<file path="config.mk">
export PLATFORM = sky130hd
export DESIGN_NAME = pgw_engine
export DESIGN_NICKNAME = d
export VERILOG_FILES = /design/src/rtl/pgw_pkg.sv /design/src/rtl/pgw_page_buf.sv /design/src/rtl/pgw_tick_timer.sv /design/src/rtl/pgw_status.sv /design/src/rtl/pgw_engine.sv
export SDC_FILE = /design/constraint.sdc
export NUM_CORES = 1
export LEC_CHECK = 0
export BUFFER_PORTS_ARGS = -buffer_cell sky130_fd_sc_hd__buf_2
export CAP_MARGIN = 20
export CORE_ASPECT_RATIO = 1.5
export CORE_MARGIN = 4
export CORE_UTILIZATION = 55
export DETAILED_ROUTE_END_ITERATION = 8
export GPL_TIMING_DRIVEN = 0
export PLACE_DENSITY = 0.69
export SKIP_LAST_GASP = 1
export SLEW_MARGIN = 10
export SYNTH_ARGS = -nofsm -noshare
export SYNTH_HDL_FRONTEND = slang
export SYNTH_HIERARCHICAL = 1
export SYNTH_SLANG_ARGS = --single-unit
</file>
<file path="constraint.sdc">
create_clock -name clk -period 3.16 [get_ports clk]
set_input_delay 0.316 -clock clk [delete_from_list [all_inputs] [get_ports clk]]
set_output_delay 0.316 -clock clk [all_outputs]
set_load 0.05 [all_outputs]
</file>
<file path="src/rtl/pgw_pkg.sv">
package pgw_pkg;
  typedef enum logic [1:0] {
    PG_IDLE   = 2'd0,
    PG_LOAD   = 2'd1,
    PG_COMMIT = 2'd2,
    PG_WAIT   = 2'd3
  } pg_state_e;

  function automatic int unsigned pg_max(input int unsigned a, input int unsigned b);
    return (a > b) ? a : b;
  endfunction
endpackage

</file>
<file path="src/rtl/pgw_page_buf.sv">
module pgw_page_buf #(
  parameter int PAGE_BYTES = 128,
  localparam int OFF_W = $clog2(PAGE_BYTES)
) (
  input  logic             clk,
  input  logic             rst_n,
  input  logic             clr_mask,
  input  logic             wr_en,
  input  logic [OFF_W-1:0] wr_off,
  input  logic [7:0]       wr_byte,
  input  logic [OFF_W-1:0] rd_off,
  output logic [7:0]       rd_byte
);
  logic [7:0]            mem [PAGE_BYTES];
  logic [PAGE_BYTES-1:0] loaded;

  always_ff @(posedge clk) begin
    if (wr_en) mem[wr_off] <= wr_byte;
  end

  // one presence flag per offset; a new page load wipes all but the byte being written
  for (genvar g = 0; g < PAGE_BYTES; g++) begin : g_flag
    logic hit;
    logic flag_q;
    assign hit = wr_en && (wr_off == OFF_W'(g));
    always_ff @(posedge clk) begin
      if (!rst_n)                flag_q <= 1'b0;
      else if (clr_mask || hit)  flag_q <= hit;
    end
    assign loaded[g] = flag_q;
  end

  assign rd_byte = loaded[rd_off] ? mem[rd_off] : 8'hFF;
endmodule

</file>
<file path="src/rtl/pgw_tick_timer.sv">
module pgw_tick_timer #(
  parameter int CNT_W = 13
) (
  input  logic             clk,
  input  logic             rst_n,
  input  logic             clr,
  input  logic             tick,
  input  logic [CNT_W-1:0] last_val,
  output logic             fire
);
  logic [CNT_W-1:0] cnt_q;

  always_ff @(posedge clk) begin
    if (!rst_n)      cnt_q <= '0;
    else if (clr)    cnt_q <= '0;
    else if (tick)   cnt_q <= cnt_q + 1'b1;
  end

  assign fire = tick && (cnt_q == last_val);
endmodule

</file>
<file path="src/rtl/pgw_status.sv">
module pgw_status (
  input  logic       clk,
  input  logic       rst_n,
  input  logic       busy,
  input  logic       rd_strobe,
  input  logic       last_msb,
  input  logic [7:0] arr_rdata,
  output logic [7:0] rd_data
);
  logic tog_q;

  always_ff @(posedge clk) begin
    if (!rst_n)     tog_q <= 1'b0;
    else if (busy)  tog_q <= tog_q ^ rd_strobe;
    else            tog_q <= 1'b0;
  end

  assign rd_data = busy ? {~last_msb, tog_q, 6'd0} : arr_rdata;
endmodule

</file>
<file path="src/rtl/pgw_engine.sv">
module pgw_engine #(
  parameter int ADDR_W          = 16,
  parameter int PAGE_BYTES      = 128,
  parameter int LOAD_TIMEOUT_US = 200,
  parameter int WRITE_TIME_US   = 5000
) (
  input  logic              clk,
  input  logic              rst_n,
  input  logic              us_tick,
  input  logic              wr_valid,
  output logic              wr_ready,
  input  logic [ADDR_W-1:0] wr_addr,
  input  logic [7:0]        wr_data,
  output logic              cm_valid,
  input  logic              cm_ready,
  output logic [ADDR_W-1:0] cm_addr,
  output logic [7:0]        cm_data,
  output logic              busy,
  input  logic              rd_strobe,
  input  logic [7:0]        arr_rdata,
  output logic [7:0]        rd_data
);
  import pgw_pkg::*;

  localparam int OFF_W   = $clog2(PAGE_BYTES);
  localparam int PAGE_W  = ADDR_W - OFF_W;
  localparam int CNT_MAX = pg_max(LOAD_TIMEOUT_US, WRITE_TIME_US);
  localparam int CNT_W   = $clog2(CNT_MAX + 1);
  localparam logic [CNT_W-1:0] LOAD_LAST  = CNT_W'(LOAD_TIMEOUT_US - 1);
  localparam logic [CNT_W-1:0] WRITE_LAST = CNT_W'(WRITE_TIME_US - 1);
  localparam logic [OFF_W-1:0] OFF_END    = OFF_W'(PAGE_BYTES - 1);

  pg_state_e         state_q, state_d;
  logic [OFF_W-1:0]  idx_q;
  logic [PAGE_W-1:0] page_q;
  logic [7:0]        last_q;
  logic              accept;
  logic              tmr_clr;
  logic              tmr_fire;
  logic [CNT_W-1:0]  tmr_last;

  assign wr_ready = 1'b1;
  assign accept   = wr_valid && ((state_q == PG_IDLE) || (state_q == PG_LOAD));
  assign busy     = (state_q == PG_COMMIT) || (state_q == PG_WAIT);
  assign cm_valid = (state_q == PG_COMMIT);
  assign cm_addr  = {page_q, idx_q};

  always_comb begin
    state_d = state_q;
    unique case (state_q)
      PG_IDLE:   if (accept) state_d = PG_LOAD;
      PG_LOAD:   if (!accept && tmr_fire) state_d = PG_COMMIT;
      PG_COMMIT: if (cm_ready && (idx_q == OFF_END)) state_d = PG_WAIT;
      PG_WAIT:   if (tmr_fire) state_d = PG_IDLE;
      default:   state_d = PG_IDLE;
    endcase
  end

  always_ff @(posedge clk) begin
    if (!rst_n) begin
      state_q <= PG_IDLE;
      idx_q   <= '0;
      page_q  <= '0;
      last_q  <= 8'd0;
    end else begin
      state_q <= state_d;
      if (state_q != PG_COMMIT) idx_q <= '0;
      else if (cm_ready)        idx_q <= idx_q + 1'b1;
      if (accept) begin
        page_q <= wr_addr[ADDR_W-1:OFF_W];
        last_q <= wr_data;
      end
    end
  end

  assign tmr_last = (state_q == PG_WAIT) ? WRITE_LAST : LOAD_LAST;
  assign tmr_clr  = accept || tmr_fire || (state_q == PG_IDLE) || (state_q == PG_COMMIT);

  pgw_tick_timer #(.CNT_W(CNT_W)) u_timer (
    .clk      (clk),
    .rst_n    (rst_n),
    .clr      (tmr_clr),
    .tick     (us_tick),
    .last_val (tmr_last),
    .fire     (tmr_fire)
  );

  pgw_page_buf #(.PAGE_BYTES(PAGE_BYTES)) u_buf (
    .clk      (clk),
    .rst_n    (rst_n),
    .clr_mask (accept && (state_q == PG_IDLE)),
    .wr_en    (accept),
    .wr_off   (wr_addr[OFF_W-1:0]),
    .wr_byte  (wr_data),
    .rd_off   (idx_q),
    .rd_byte  (cm_data)
  );

  pgw_status u_status (
    .clk       (clk),
    .rst_n     (rst_n),
    .busy      (busy),
    .rd_strobe (rd_strobe),
    .last_msb  (last_q[7]),
    .arr_rdata (arr_rdata),
    .rd_data   (rd_data)
  );
endmodule

</file>
* After elaboration in Yosys (flattened, before gate mapping) *
Memory sizes are Yosys's and may differ from the RTL's. A register that Yosys moved wholly into a read port is not among the register bits.
Cells that the tools add are included.

word-level totals
  memory bits (writable) = 1024
  logic and storage cells = 565
  register bits after elaboration = 168
  bits of input ports = 38
  memories = 1
  output and inout bits = 35

memories
  name       depth  bits a word  read ports  clocked after Yosys merged registers in  wr ports  line                RTL
  u_buf.mem  128    8            1           1                                        1         pgw_page_buf.sv:14  logic [7:0] mem [PAGE_BYTES];

operators by class
  bitwise logic cells = 3
  multiplexer cells = 14
  add/subtract/negate cells = 2
  reductions and logical operators = 273
  eq/ne operators = 137
  $lt $le $gt $ge = 1

operator list
  cell                   count
  $eq 7x7->1 const B     65
  $eq 7x6->1 const B     32
  $logic_and 1x1->1      133
  $logic_or 1x1->1       133
  $eq 7x5->1 const B     16
  $eq 7x4->1 const B     8
  $eq 7x3->1 const B     4
  $mux 8                 2
  $eq 7x2->1 const B     2
  $mux 7                 2
  $add 13x1->13 const B  1
  $eq 13x13->1           1
  $mux 13                1
  $lt 7x8->1 const B     1
  $mux 2                 4
  $pmux 2 s4             1
  $add 7x1->7 const B    1
  $bmux 1 s7             1
  $eq 7x1->1 const B     1
  $logic_not 7->1        1
  $ne 2x2->1 const B     3
  $eq 2x2->1 const B     2
  $ne 2x1->1 const B     2
  $reduce_and 4->1       1
  other kinds (8)        12

* Logic depth before layout (Yosys ltp) *
Gate-level depths: netlist (run 1).

  depth after elaboration = 8
  depth in mapped cells = 11
  gate-level depth less buffers = 9

* Cells and area by module *
The synthesis (run 1) kept the hierarchy.

modules (own cells, without submodules)
  module          cells each  area each (um2)  sequential area each (um2)  times used
  pgw_page_buf    2276        45060.7          33311.9                     1
  pgw_engine      102         849.6            380.4                       1
  pgw_tick_timer  87          782.0            260.2                       1
  pgw_status      13          112.6            20.0                        1

* Worst setup path before layout (run 1) *
OpenSTA, ideal clock, no wires.

  kind = register -> output
  start = register idx_q[1]
  end = output cm_data[0]
  required time = 2844 ps
  arrival = 3003 ps
  slack = -159 ps
  cell stages (with the launch flop) = 10
  path buffers = 4
  cells stage by stage = dfxtp_1 > buf_2 > buf_2 > buf_2 > buf_1 > mux4_2 > mux2i_1 > o221ai_1 > a211oi_1 > o21ai_1

between the ends
  word-level cells in the longest chain between the ends = 3

RTL lines
  element                       line                RTL
  start, declared               pgw_engine.sv:34    logic [OFF_W-1:0] idx_q;
  start signal, assigned        pgw_engine.sv:68    else if (cm_ready) idx_q <= idx_q + 1'b1;
  $bmux 1 s7                    pgw_page_buf.sv:33  assign rd_byte = loaded[rd_off] ? mem[rd_off] : 8'hFF;
  $mux 1 (not written as such)  pgw_page_buf.sv:33
  $mux 8                        pgw_page_buf.sv:33
  end, declared                 pgw_engine.sv:17    output logic [7:0] cm_data,

No other way between the ends. The select of a mux whose other input is x is not followed.

* Final worst setup path (run 1) *
  start = register idx_q[2]
  end = output cm_data[6]

Same word-level chain as after synthesis.

==> results.yml, run 1 <==
routing:
  wire_per_inst_um: 33.0
  drtPass1Iterations: 5
  drt-initial-drc-count: 2738
  drt-total-wl_um: 130000
  viasPerCell: 6.47
  via_count: 25500
  ant_nets: 0
  drc: 0
setup_path:
  arrival_ns: 3.54
  cp.required_ns: 2.84
  crit_family: "buffers and inverters"
  max_stage_delay_ns: 0.55
  critical_path.most_common_cell: "clkbuf_2"
  start_kind: "register"
  critPathCaptureType: "output port"
  timing.critical_path.slowest_stage_cell: "clkbuf_2"
  rrSetupSlack_ns: 0.08
  crit_type: "reg -> out"
  critPathMaxFanout: 10
  cp_num_buf_inv: 4
  crit_chain: "buf_4 -> nor2b_1 -> clkbuf_2 -> clkbuf_2 -> a22oi_1 -> a21oi_2 -> nor4_4 -> o21ai_2 -> buf_6"
die:
  die_h_um: 365
  rows: 130
  fp.dieArea_um2: 89900
  die_width_um: 246
  core_um2: 84100
  initial_utilization: 0.557
  io-pin-count: 73
global_routing:
  grt_max_degree: 79
  track_usage: 0.292
  grt_pass1_vias: 26407
  gr-total-overflow: 0
  grt_pass1_wl_um: 186000
  grt_antenna_before_repair: 7
logic_synthesis:
  yosysUniqueCellTypes: 55
  synthAdderAreaFrac: 0.00160
  synth_ff_type: "edfxtp_1"
  synthSimpleGateAreaFrac: 0.0500
  syn_inst: 2478
  synth_edf_count: 1024
  synth_compound_area_frac: 0.0469
  synth_area_per_cell_um2: 18.9
  synth_top_area_frac: 0.657
  ys_seq_area_frac: 0.726
  yosys.area.top_type: "edfxtp_1"
  synth_xor_area_frac: 0.00412
  synthMuxAreaShare: 0.153
  synth_area_leaders: "edfxtp_1, mux4_2, dfxtp_1, o21a_1, nor2b_1"
  async_flop_share: 0
  synth_warnings: 6
  netlist_area_um2: 46800
  yosysMostFrequentCell: "edfxtp_1"
  synth_top_family_by_area: "multiplexers"
  synth_commonest_cells: "edfxtp_1, mux4_2, dfxtp_1"
  synth-seq-cells: 1185
finish:
  nFillCells: 5585
  post-route-util: 0.656
  final_nets: 2772
  regArea_um2: 34000
  multi_input_area_um2: 13400
  syn2layout_area_growth_pct: 17.9
  drive_gt1_frac: 0.330
placed_design:
  hpwl_um: 89300
  place.gp.congestion: 0.952
  port_buffers: 67
  place_ws_ns: -1.67
clocking:
  ctsLongestPathBuffers: 3
  cts_root_buf: "clkbuf_16"
  cts_buffers: 104
  worstSkewPairLatency_ns: 0.72
  clkTransAtPathRegs_ns: 0.07
  tritoncts: "yes"
  htree_levels: 3
  cts.sink_count: 1185
timing:
  setup_viol: 8
  setup_slack_ns: -0.697
  finalHoldViolCount: 0
  fmax_mhz: 259
  hold-worst-slack_ns: 0.123
  drv_slew: 0
  skew_ns: 0.0207
  worst_slew_pin_slew_ns: 1.11
  period_needed_ns: 3.86
  relSlewSlack: 0.257
  layout_worst_path_cycle_share: 1.22
  rsz0062_at_grt: "true"
status:
  violations: "setup timing"
  status: "finished with violations"
power_and_ir_drop:
  p_leak_uw: 0.0170
  power_density_nw_per_um2: 599
  peakVddDrop_uv: 531
flow_run:
  cap_viol_max_count: 0
min_path:
  min_path_type: "in -> reg"
## layer usage
| layer | part of all wire | vias up | wire length, µm | GRT usage |
|---|---|---|---|---|
| met4 | 0.059 | 2 | 7730 | 0.169 |
| li1 | - | 10492 | - | - |
| met3 | 0.074 | 318 | 9590 | 0.0568 |
| met2 | 0.53 | 1298 | 68400 | 0.509 |
| met1 | 0.34 | 13390 | 44400 | 0.340 |
| met5 | 0.00010 | - | 13 | 0 |
## final cells by class
| class | instances | share of cell area |
|---|---|---|
| Inverter | 10 | 0.000680 |
| Timing Repair Buffer | 133 | 0.0234 |
| Buffer | 149 | 0.0273 |
| Sequential cell | 1185 | 0.616 |
| Clock buffer | 121 | 0.0498 |
| Multi-Input combinational cell | 1145 | 0.243 |
| Antenna cell | 5 | 0.000227 |
| Clock inverter | 74 | 0.0141 |
| Tap cell | 1122 | 0.0254 |
## worst min-delay path: cells and delay by family
| kind | cells | cell delay [ns] |
|---|---|---|
| compound gates | 2 | 0.23 |
| simple gates | 1 | 0.11 |
| buf+inv | 1 | 0.11 |
## cells in the final DEF (no fill, tap or decap), types with 9 or more instances in the layout
master,count
clkinv_1,17
nor2_1,45
buf_2,58
buf_4,48
xnor2_1,15
dlygate4sd3_1,14
o22ai_1,13
buf_8,12
dfxtp_1,156
nand3_1,14
inv_1,10
buf_16,16
nor2_2,46
mux4_2,298
bufinv_16,15
clkbuf_16,108
a21oi_1,31
clkinv_2,25
a22o_1,14
mux2i_1,32
clkbuf_8,9
buf_12,31
clkbuf_2,14
nor2_4,66
o21ai_2,12
conb_1,10
nand2b_1,13
buf_6,28
clkbuf_4,14
edfxtp_1,1024
a22oi_1,28
o21a_1,128
nor2b_1,152
nand2_1,53
clkbuf_1,48
## metrics by stage
stage	total power, µW	area, µm²	instances	setup TNS [ns]
2_1_floorplan	18900	46800	2486	-0.947
3_3_place_gp	19700	48600	3675	-283.35
3_5_place_dp	19800	48900	3693	-323.13
4_1_cts	33100	54700	3925	-12.92
5_1_grt	34000	55200	3940	-5.29
6_report	33000	55200	3944	-5.22
## path summary, 6_finish.rpt
kind,from,end,cells past startpoint
worst max register to register,state_q[0],u_buf/mem[25][1],8
worst max-delay path,idx_q[2],cm_data[6],9
worst min register to register,page_q[6],page_q[6],2
worst min-delay path,wr_valid,page_q[7],4
## cell families (layout without fill, tap and decap cells)
kind of cell,count (synthesis),count (layout)
compound gates,304,304
xor+xnor,22,22
fa+ha+maj,6,6
buf+inv,165,487
flops,1185,1185
mux,344,344
other cells,2,15
simple gates,450,459
## timing repair
item | in CTS | in global routing
cloned | 9 | 3
pin swaps | 39 | 28
setup endpoints to repair | 840 | 613
setup buffers | 17 | 14
hold buffers | 14 | 0
gates resized for setup | 483 | 78
hold endpoints to repair | 16 | 0
## report_power, final
part	leakage [µW]	total (µW)	switching [µW]	internal [µW]
clock	0.00173	13200	5700	7480
sequential	0.0105	17100	45.6	17100
combinational	0.00477	2760	1750	1010
## sequential cells by signal, summed over array words and instances (netlist names)
name,count
state_q,2
u_status/tog_q,1
idx_q,7
last_q,1
u_buf/g_flag.flag_q,128
u_timer/cnt_q,13
page_q,9
u_buf/mem,1024
(Power assumes the default switching activity.)
==> run 2, diff against run 1 <==
- CORE_UTILIZATION: 55 -> 39
- PLACE_DENSITY: 0.69 -> 0.52
==> results.yml, run 2 (synthesized netlist as in run 1, its figures left out) <==
finish:
  largest_register_ffs: 1024
  nFillCells: 10069
  instances_no_fill: 4423
  drive_gt1_frac: 0.331
  final_nets: 2800
  regArea_um2: 34000
  mostFrequentLayoutCell: "edfxtp_1"
  mostFrequentLayoutCells: "edfxtp_1, mux4_2, dfxtp_1"
  syn2layout_area_growth_pct: 19.5
  top_regs: "u_buf/mem x1024, u_buf/g_flag.flag_q x128, u_timer/cnt_q x13"
  top_register: "u_buf/mem"
  multi_input_area_um2: 13300
routing:
  viasPerCell: 5.70
  wire_per_inst_um: 31.3
  ant_nets: 0
  drt-total-wl_um: 139000
  via_count: 25195
  drtPass1Iterations: 7
  drt-initial-drc-count: 2208
  drc: 0
setup_path:
  cp_num_buf_inv: 4
  max_stage_delay_ns: 0.55
  start_kind: "register"
  rr_endpoint: "u_buf/mem[48][2]"
  crit_type: "reg -> out"
  timing.rr.start: "state_q[0]"
  timing.critical_path.slowest_stage_cell: "dfxtp_2"
  critPathMaxFanout: 10
  crit_family: "buffers and inverters"
  rrSetupSlack_ns: 0.18
  crit_chain: "buf_4 -> buf_4 -> clkbuf_4 -> mux2i_1 -> o221ai_1 -> a211oi_2 -> o21ai_2 -> buf_6"
  critical_path.most_common_cell: "buf_4"
  critPathCaptureType: "output port"
  r2r_cells: 8
  cp.required_ns: 2.84
  arrival_ns: 3.60
global_routing:
  gr-total-overflow: 0
  grt_pass1_wl_um: 196000
  track_usage: 0.219
  grt_pass1_vias: 26710
  grt_max_degree: 89
  grt_antenna_before_repair: 7
timing:
  skew_ns: 0.0258
  period_needed_ns: 3.91
  setup_viol: 8
  worst_slew_pin_slew_ns: 1.14
  rsz0062_at_grt: "true"
  fmax_mhz: 256
  hold-worst-slack_ns: 0.0351
  drv_slew: 0
  relSlewSlack: 0.240
  finalHoldViolCount: 0
  setup_slack_ns: -0.754
  layout_worst_path_cycle_share: 1.24
min_path:
  holdPathStages: 1
  hold_path_end: "u_buf/mem[114][3]"
  min_path_type: "in -> reg"
  hold_start: "wr_data[3]"
status:
  status: "finished with violations"
  violations: "setup timing"
clocking:
  cts_root_buf: "clkbuf_16"
  ctsLongestPathBuffers: 3
  clkTransAtPathRegs_ns: 0.07
  cts.sink_count: 1185
  htree_levels: 3
  tritoncts: "yes"
  cts_buffers: 108
  worstSkewPairLatency_ns: 0.72
power_and_ir_drop:
  p_leak_uw: 0.0172
  peakVddDrop_uv: 523
  power_density_nw_per_um2: 592
placed_design:
  hpwl_um: 98200
  place.gp.congestion: 0.910
  port_buffers: 67
  post-place-cells: 4155
flow_run:
  cap_viol_max_count: 0
die:
  die_h_um: 432
  die_width_um: 291
  initial_utilization: 0.393
  fp.dieArea_um2: 126000
  core_um2: 119000
  io-pin-count: 73
  rows: 155
run 2: cell types whose count changed in the layout (fill, tap and decap cells not counted), sizes merged:
cell and change:
diode -2, nor2 -4, bufbuf +1, clkbuf +32
dlygate4sd3 +3, bufinv -6, buf +25, clkinv -12
clkinvlp -6
run 2: worst max path at each step:
| stage | start | to | cells after the start |
|---|---|---|---|
| floorplan | idx_q[0] | cm_data[1] | 9 |
| global placement | idx_q[1] | cm_data[1] | 10 |
| detailed placement | idx_q[1] | cm_data[6] | 10 |
| CTS | idx_q[0] | cm_data[0] | 11 |
| global route | idx_q[0] | cm_data[3] | 11 |
| finish | idx_q[3] | cm_data[0] | 8 |
run 2: final cells by class:
cell class	count	area share
antenna	3	0.000134
buffer	152	0.0260
clock buffer	154	0.0555
clock inverter	50	0.00888
inverter	10	0.000671
multi-input combinational	1141	0.237
sequential	1185	0.608
tap	1570	0.0351
timing repair buffer	158	0.0293
run 2: where the power goes:
group	switching, µW	total [µW]	internal (µW)
combinational	1740	2700	959
sequential	42.5	17100	17100
clock	5740	13300	7570
total	7520	33100	25600
run 2: worst reg2reg max path: stages (launching register included):
cell	delay, ns
dfxtp_1	0.33
inv_1	0.12
ha_1	0.22
o21ai_1	0.11
inv_1	0.08
clkbuf_4	0.27
nand2_1	0.24
clkbuf_2	0.47
nor2_2	0.75
run 2: repair_timing:
action / in CTS / in global routing
hold buffers: 17 / 0
gates cloned: 2 / 4
pin swaps: 38 / 20
endpoints found under the setup margin: 818 / 787
gates resized for setup: 471 / 59
endpoints found under the hold margin: 101 / 0
buffers inserted: 31 / 6
run 2: per-layer routing:
layer / GRT usage / wire [µm] / part of all wire / vias to the layer above
li1: - / - / - / 10551
met1: 0.249 / 49700 / 0.36 / 13511
met2: 0.405 / 74100 / 0.54 / 850
met3: 0.0292 / 6580 / 0.047 / 277
met4: 0.108 / 8030 / 0.058 / 6
met5: 0 / 41 / 0.00030 / -
run 2: through the flow:
stage	setup slack [ns]	util	instance area, µm²	setup TNS, ns	power, µW
3_5_place_dp	-1.82	0.417	49600	-297.27	19900
4_1_cts	-0.790	0.467	55600	-6.74	33400
2_1_floorplan	-0.158	-	46800	-0.947	18900
3_3_place_gp	-2.05	0.413	49100	-317.21	19800
5_1_grt	-0.787	0.470	55900	-6.14	34200
6_report	-0.754	0.470	55900	-5.47	33100
==> run 3, diff against run 2 <==
- CORE_ASPECT_RATIO: 1.5 -> not set
==> results.yml, run 3 (synthesized netlist as in run 1, its figures left out) <==
status:
  status: "finished with violations"
  violations: "setup timing"
timing:
  worst_slew_pin_slew_ns: 1.24
  layout_worst_path_cycle_share: 1.24
  setup_slack_ns: -0.774
  rsz0062_at_grt: "true"
  relSlewSlack: 0.171
  period_needed_ns: 3.93
  skew_ns: 0.0192
  finalHoldViolCount: 0
  hold-worst-slack_ns: 0.0333
  fmax_mhz: 254
  setup_viol: 16
  drv_slew: 0
setup_path:
  critPathMaxFanout: 8
  start_kind: "register"
  arrival_ns: 3.62
  cp.required_ns: 2.84
  timing.rr.start: "state_q[0]"
  worstSetupStartpoint: "idx_q[0]"
  crit_type: "reg -> out"
  critPathCaptureType: "output port"
finish:
  largest_register_ffs: 1024
  top_regs: "u_buf/mem x1024, u_buf/g_flag.flag_q x128, u_timer/cnt_q x13"
  drive_gt1_frac: 0.331
  mostFrequentLayoutCells: "edfxtp_1, mux4_2, dfxtp_1"
  fin_area_um2: 56600
  mostFrequentLayoutCell: "edfxtp_1"
  final_nets: 2816
  nFillCells: 9995
  syn2layout_area_growth_pct: 20.9
  top_register: "u_buf/mem"
clocking:
  clkTransAtPathRegs_ns: 0.06
  tritoncts: "yes"
  cts.sink_count: 1185
  worstSkewPairLatency_ns: 0.73
  cts_root_buf: "clkbuf_16"
  cts_buffers: 131
  ctsLongestPathBuffers: 3
  htree_levels: 4
die:
  initial_utilization: 0.395
  die_width_um: 354
  die_h_um: 354
  core_um2: 119000
  io-pin-count: 73
  rows: 126
  fp.dieArea_um2: 126000
flow_run:
  cap_viol_max_count: 0
min_path:
  min_path_type: "in -> reg"
  hold_start: "wr_data[4]"
power_and_ir_drop:
  switchingPower_uw: 7930
  pwr-share-comb: 0.082
  p_leak_uw: 0.0175
  p_int_uw: 26900
  swShare: 0.228
  p_clk_frac: 0.426
  power_density_nw_per_um2: 615
  seq_power_share: 0.492
  peakVddDrop_uv: 480
placed_design:
  port_buffers: 67
  hpwl_um: 94000
  placedInstanceArea_um2: 49600
  place.gp.congestion: 0.927
routing:
  viasPerCell: 5.73
  via_count: 25643
  wire_per_inst_um: 31.1
  drc: 0
  ant_nets: 0
  drtPass1Iterations: 5
  drt-initial-drc-count: 2849
  drt-total-wl_um: 139000
global_routing:
  grt_max_degree: 78
  grt_pass1_wl_um: 196000
  track_usage: 0.220
  grt_antenna_before_repair: 7
  grt_pass1_vias: 26037
  gr-total-overflow: 0
[run 3: cell count changes in the layout (fill, tap and decap cells not counted), moves of 9 or more]
cell / delta
buf_12: -10
nor2_1: +12
clkinv_1: +9
clkbuf_16: +25
o21ai_2: -9
[run 3: area by class of cell]
cell class	count	area (µm²)	share of cell area
inverters	10	37.5	0.000663
flip-flops and latches	1185	34000	0.600
repair buffers	153	1510	0.0267
clock buffers	164	3550	0.0627
plain buffers	148	1540	0.0272
multi-input cells	1143	13400	0.236
clock inverters	67	612	0.0108
well taps	1600	2000	0.0354
diodes	4	10.0	0.000177
[run 3: what timing repair did]
action                                  CTS  global route
cloned                                    8             3
resized for setup                       492            55
hold buffers                             14             0
endpoints found under the setup margin  863           420
setup buffers                            31             2
endpoints found under the hold margin    17             0
pin swaps                                47             7
[run 3: critical path: stages (launching register included)]
cell	delay (ns)
dfxtp_4	0.36
buf_12	0.15
buf_16	0.18
buf_16	0.16
mux4_2	0.55
mux4_2	0.60
nand2_2	0.14
o21ai_1	0.11
nor3_2	0.34
o21ai_4	0.12
buf_6	0.17
[run 3: per-stage QoR]
stage          TNS, ns   util  cells  worst slack [ns]  power [µW]
6_report         -6.01  0.477   4474            -0.774       34800
5_1_grt          -6.86  0.477   4470            -0.813       36000
4_1_cts          -8.25  0.475   4462            -0.746       35100
3_5_place_dp   -350.90  0.418   4181             -1.74       19900
3_3_place_gp   -547.75  0.415   4153             -1.73       19800
2_1_floorplan   -0.947      -   2486            -0.158       18900
[run 3: worst paths after layout]
check,endpoint,slack [ns],cells past startpoint
setup reg to reg,u_buf/mem[40][1],-0.02,9
hold reg to reg,page_q[6],0.46,2
hold / removal,u_buf/mem[3][4],0.03,1
setup / recovery,cm_data[7],-0.77,10
[run 3: power by group through the flow]
stage,sequential (µW),combinational (µW),clock (µW)
global placement,17500,2380,0
detailed placement,17400,2490,0
finish,17100,2860,14800
CTS,17100,2850,15200
floorplan,17500,1420,0
global route,17100,3010,15800
[run 3: routing by layer]
metal	GRT usage	vias up	wire length, µm
li1	-	10591	-
met1	0.309	13735	58000
met2	0.343	1102	65000
met3	0.0423	213	11000
met4	0.0841	2	5290
met5	0	-	13
